File: src/rtl/epl_pkg.sv
package epl_pkg;

  // Converts a time in nanoseconds to whole clock cycles at clk_hz.
  function automatic int unsigned ns_to_cycles(input longint unsigned clk_hz,
                                               input longint unsigned ns);
    return int'((clk_hz * ns) / 64'd1_000_000_000);
  endfunction

  // One beat on the two-wire pulse channel.
  typedef struct packed {
    logic set;
    logic clr;
  } pulse_pair_t;

endpackage

File: src/rtl/epl_sync.sv
module epl_sync #(
  parameter int unsigned STAGES = 2
) (
  input  logic clk,
  input  logic rst,
  input  logic d,
  output logic q
);
  logic [STAGES-1:0] chain;

  always_ff @(posedge clk) begin
    if (rst) chain <= '0;
    else     chain <= {chain[STAGES-2:0], d};
  end

  assign q = chain[STAGES-1];
endmodule

File: src/rtl/epl_tx.sv
module epl_tx #(
  parameter int unsigned REFRESH_CYC = 100,
  parameter int unsigned PULSE_CYC   = 1,
  parameter int unsigned SYNC_STAGES = 2
) (
  input  logic                 clk,
  input  logic                 rst,
  input  logic                 din,
  output epl_pkg::pulse_pair_t pulse
);
  localparam int unsigned TW = (REFRESH_CYC > 1) ? $clog2(REFRESH_CYC) : 1;
  localparam logic [TW-1:0] T_LAST = TW'(REFRESH_CYC - 1);
  localparam int unsigned RW = $clog2(PULSE_CYC + 1);
  localparam logic [RW-1:0] R_LOAD = RW'(PULSE_CYC - 1);

  logic          lvl;
  logic          lvl_prev;
  logic          boot_q;
  logic [TW-1:0] timer;
  logic [RW-1:0] remain;
  logic          set_q, clr_q;

  epl_sync #(.STAGES(SYNC_STAGES)) u_sync (
    .clk (clk),
    .rst (rst),
    .d   (din),
    .q   (lvl)
  );

  logic edge_seen, refresh_due, fire;
  assign edge_seen   = lvl ^ lvl_prev;
  assign refresh_due = (timer == T_LAST);
  assign fire        = boot_q | edge_seen | refresh_due;

  // Level tracking and refresh interval timer
  always_ff @(posedge clk) begin
    if (rst) begin
      lvl_prev <= 1'b0;
      boot_q   <= 1'b1;
      timer    <= '0;
    end else begin
      lvl_prev <= lvl;
      boot_q   <= 1'b0;
      timer    <= fire ? '0 : timer + 1'b1;
    end
  end

  // Pulse shaper: a new request always overrides a pulse in progress
  always_ff @(posedge clk) begin
    if (rst) begin
      remain <= '0;
      set_q  <= 1'b0;
      clr_q  <= 1'b0;
    end else if (fire) begin
      remain <= R_LOAD;
      set_q  <= lvl;
      clr_q  <= ~lvl;
    end else if (remain != '0) begin
      remain <= remain - 1'b1;
    end else begin
      set_q  <= 1'b0;
      clr_q  <= 1'b0;
    end
  end

  assign pulse.set = set_q;
  assign pulse.clr = clr_q;

  AST_NEVER_BOTH: assert property (@(posedge clk) disable iff (rst)
    !(set_q && clr_q));
  AST_RISE_SETS: assert property (@(posedge clk) disable iff (rst)
    (lvl && !lvl_prev) |=> set_q);
  AST_FALL_CLEARS: assert property (@(posedge clk) disable iff (rst)
    (!lvl && lvl_prev) |=> clr_q);
  AST_REFRESH_SENT: assert property (@(posedge clk) disable iff (rst)
    (timer == T_LAST) |=> (set_q || clr_q));
  AST_TIMER_RANGE: assert property (@(posedge clk) disable iff (rst)
    timer <= T_LAST);
endmodule

File: src/rtl/epl_rx.sv
module epl_rx #(
  parameter int unsigned WDOG_CYC = 250
) (
  input  logic                 clk,
  input  logic                 rst,
  input  epl_pkg::pulse_pair_t pulse,
  output logic                 dout
);
  localparam int unsigned WW = (WDOG_CYC > 1) ? $clog2(WDOG_CYC) : 1;
  localparam logic [WW-1:0] W_LAST = WW'(WDOG_CYC - 1);

  logic [WW-1:0] quiet;
  logic          out_q;
  logic          valid;

  assign valid = pulse.set ^ pulse.clr;

  always_ff @(posedge clk) begin
    if (rst) begin
      out_q <= 1'b1;
      quiet <= '0;
    end else if (valid) begin
      out_q <= pulse.set;
      quiet <= '0;
    end else if (quiet == W_LAST) begin
      out_q <= 1'b1;
    end else begin
      quiet <= quiet + 1'b1;
    end
  end

  assign dout = out_q;

  AST_SET_DRIVES_HIGH: assert property (@(posedge clk) disable iff (rst)
    (pulse.set && !pulse.clr) |=> out_q);
  AST_CLR_DRIVES_LOW: assert property (@(posedge clk) disable iff (rst)
    (pulse.clr && !pulse.set) |=> !out_q);
  AST_CONFLICT_HOLDS: assert property (@(posedge clk) disable iff (rst)
    (pulse.set && pulse.clr && quiet != W_LAST) |=> $stable(out_q));
  AST_TIMEOUT_HIGH: assert property (@(posedge clk) disable iff (rst)
    (quiet == W_LAST && !valid) |=> out_q);
  AST_QUIET_RANGE: assert property (@(posedge clk) disable iff (rst)
    quiet <= W_LAST);
endmodule

File: src/rtl/edge_pulse_link.sv
module edge_pulse_link #(
  parameter int unsigned CLK_HZ      = 50_000_000,
  parameter int unsigned REFRESH_NS  = 2000,
  parameter int unsigned WDOG_NS     = 5000,
  parameter int unsigned PULSE_CYC   = 1,
  parameter int unsigned SYNC_STAGES = 2
) (
  input  logic clk,
  input  logic tx_rst,
  input  logic rx_rst,
  input  logic din,
  output logic tx_set,
  output logic tx_clr,
  input  logic rx_set,
  input  logic rx_clr,
  output logic dout
);
  localparam int unsigned REFRESH_CYC = epl_pkg::ns_to_cycles(CLK_HZ, REFRESH_NS);
  localparam int unsigned WDOG_CYC    = epl_pkg::ns_to_cycles(CLK_HZ, WDOG_NS);

  if (!(REFRESH_CYC < WDOG_CYC) || REFRESH_CYC < 2 || PULSE_CYC < 1 || SYNC_STAGES < 2) begin : g_bad_cfg
    $error("edge_pulse_link: refresh interval must be at least 2 cycles and shorter than the watchdog timeout");
  end

  epl_pkg::pulse_pair_t tx_p, rx_p;

  epl_tx #(
    .REFRESH_CYC (REFRESH_CYC),
    .PULSE_CYC   (PULSE_CYC),
    .SYNC_STAGES (SYNC_STAGES)
  ) u_tx (
    .clk   (clk),
    .rst   (tx_rst),
    .din   (din),
    .pulse (tx_p)
  );

  assign tx_set   = tx_p.set;
  assign tx_clr   = tx_p.clr;
  assign rx_p.set = rx_set;
  assign rx_p.clr = rx_clr;

  epl_rx #(
    .WDOG_CYC (WDOG_CYC)
  ) u_rx (
    .clk   (clk),
    .rst   (rx_rst),
    .pulse (rx_p),
    .dout  (dout)
  );

  AST_RESET_FAILSAFE: assert property (@(posedge clk)
    rx_rst |=> dout);
  AST_TX_QUIET_IN_RESET: assert property (@(posedge clk)
    tx_rst |=> (!tx_set && !tx_clr));
endmodule

File: config.mk
export PLATFORM = sky130hd
export DESIGN_NAME = edge_pulse_link
export DESIGN_NICKNAME = d
export VERILOG_FILES = /design/src/rtl/epl_pkg.sv /design/src/rtl/epl_sync.sv /design/src/rtl/epl_tx.sv /design/src/rtl/epl_rx.sv /design/src/rtl/edge_pulse_link.sv
export SDC_FILE = /design/constraint.sdc
export NUM_CORES = 1
export LEC_CHECK = 0
export BUFFER_PORTS_ARGS = -buffer_cell sky130_fd_sc_hd__clkbuf_2
export CAP_MARGIN = 10
export CORE_UTILIZATION = 55
export DETAILED_ROUTE_END_ITERATION = 10
export PLACE_DENSITY = 0.85
export SKIP_CTS_REPAIR_TIMING = 1
export SYNTH_ARGS = -nofsm -noshare
export SYNTH_HDL_FRONTEND = slang
export SYNTH_SLANG_ARGS = --single-unit
File: constraint.sdc
create_clock -name clk -period 1.8 [get_ports clk]
set_input_delay 0.27 -clock clk [delete_from_list [all_inputs] [get_ports clk]]
set_output_delay 0.27 -clock clk [all_outputs]
set_load 0.005 [all_outputs]
==> impl_metrics.ini <==
[logic_synthesis]
syn_area_um2 = 937
synthesis.nets = 106
synth_top_area_share = 0.491
ys_ff_latch = 23
seq_area_frac_synth = 0.491
yosys.cell_count.top_type = dfxtp_1
syn_area_per_cell_um2 = 9.76
synth_async_sr_flop_share = 0
synth_warnings = 0
synth.largest_area_cell = dfxtp_1
netlist_instances = 96
ys_top_cells_by_area = dfxtp_1 49%, ha_1 5.3%, xor2_1 4.7%, nor2_1 3.6%, or3_1 3.3%
ys_types = 28
synthTopCellsByCount = 23 x dfxtp_1, 9 x nor2_1, 6 x o21ai_0
synth_edf_count = 0
synthFlopType = dfxtp_1

[critical_path]
worstSetupStartpointType = flop
path_max_fanout = 3
crit_path_end_kind = flop
max_stage_delay_ps = 370
path_cells = ha_1 > and2_1 > a211oi_2 > mux2_1
worstPathRequired_ps = 2000
crit_family = multiplexers
path_buf_inv = 0
r2r_slack_ps = 300
crit_slowest_cell = mux2_1
worstSetupPathType = reg2reg
worstPathArrival_ps = 1700

[die]
io_pins = 9
die_h_um = 43.3
die_x_um = 43.3
dieArea_mm2 = 0.00187
core_area_mm2 = 0.00154
rows = 14
start_util = 0.608

[clock_tree]
cts_max_path_buffers = 2
path_clk_slew_ps = 120
cts_sinks = 23
cts_inserted_buffers = 3
root_buffer = clkbuf_4
tritoncts = built
cts-htree-levels = 1
clk_latency_ps = 300

[global_route]
grt_pass1_wl_um = 2620
overflow = 0
antenna_found_initial = 0
grt_pass1_vias = 630
track_usage = 0.189
grt_max_degree = 14

[sta]
rsz0062_at_grt = false
final.min_clock_period_ps = 1500
clock_skew_ps = 7.68
tns_ps = 0
fmax_mhz = 666
final-max-slew-violation-count = 0
setup_violations = 0
hold_slack_ps = 169
layout_setup_ws_ps = 299
period_share = 0.834
hold_violations = 0

[finish]
areaGrowthSynthToFinish_pct = 8.95
final_nets = 118
fin_area_mm2 = 0.00102
antenna_cells = 0
fin_cells = 123
drive_gt1_frac = 0.150
multiInputGateArea_um2 = 462
regArea_um2 = 460
fill_cells = 131
final_util = 0.662

[placement]
numPortBuffers = 8
hpwl_um = 1180
placed_cells = 119
finalWeightedCongestion = 0.764
placed_area_um2 = 993
place_ws_ps = 301

[status]
status = finished clean

[power]
total_power_mw = 0.807
leakage_nw = 0.409
vdd_drop_max_uv = 715
pwr_density_cell_mw_per_mm2 = 790

[route]
drtAntennaViolNets = 0
routed_wl_um = 1540
wl_per_cell_um = 12.6
dr.pass1.iters = 4
drc = 0
drtIter0Drc = 11
vias = 670
routed_via_density = 5.45

[min_path]
hp-class = in2reg

[job]
drv_cap = 0
power breakdown:
| group | total, mW | switching (mW) | leakage [nW] | internal [mW] |
|---|---|---|---|---|
| Combinational | 0.0511 | 0.0263 | 0.203 | 0.0249 |
| Clock | 0.223 | 0.140 | 0.0177 | 0.0827 |
| Sequential | 0.533 | 0.00930 | 0.188 | 0.523 |
kinds of logic after synthesis:
| group | Yosys count | share of synthesized area |
|---|---|---|
| AOI/OAI and AO/OA | 16 | 0.108 |
| xor gates and xnor gates | 7 | 0.0654 |
| adders and majority gates | 4 | 0.0534 |
| buffers and inverters | 4 | 0.0160 |
| DFF | 23 | 0.491 |
| muxes | 3 | 0.0347 |
| other | 1 | 0.00400 |
| and+or+nand+nor | 38 | 0.227 |
cells in the final DEF (no fill, tap or decap), types with 4 or more instances in the layout:
master and count:
dfxtp_1 23, nand3_1 5, a21oi_1 5, clkbuf_2 8, nor2_1 9, nor2b_1 4
o21ai_0 6, xor2_1 5, or3_1 5, ha_1 4, nand2_1 4
layout make-up:
cell class                 instances  area share
clock buffer                       3      0.0221
clock inverter                     1     0.00490
inverter                           3      0.0110
multi-input combinational         69       0.452
sequential                        23       0.451
tap                               16      0.0196
timing repair buffer               8      0.0392
path summary, 6_finish.rpt:
check,from,to,depth (start not counted)
setup / recovery,u_tx.timer[0]$_SDFF_PP0_,u_tx.clr_q$_SDFFE_PP0P_,4
setup reg to reg,u_tx.timer[0]$_SDFF_PP0_,u_tx.clr_q$_SDFFE_PP0P_,4
hold / removal,tx_rst,u_tx.boot_q$_DFF_P_,1
hold reg to reg,u_tx.timer[0]$_SDFF_PP0_,u_tx.timer[0]$_SDFF_PP0_,1
layer usage:
layer  global-route usage  part of all wire
met1                0.229              0.47
met2                0.325              0.49
met3               0.0511             0.024
met4               0.0545            0.0084
met5                    0                 0
registers in the layout, summed over array words and instances, names as in the netlist:
signal	count
u_rx.quiet	8
u_tx.timer	7
u_tx.u_sync.chain	2
u_rx.dout	1
u_tx.boot_q	1
u_tx.clr_q	1
u_tx.lvl_prev	1
u_tx.remain	1
u_tx.set_q	1
Note: power is estimated with default switching activity, not from simulation.
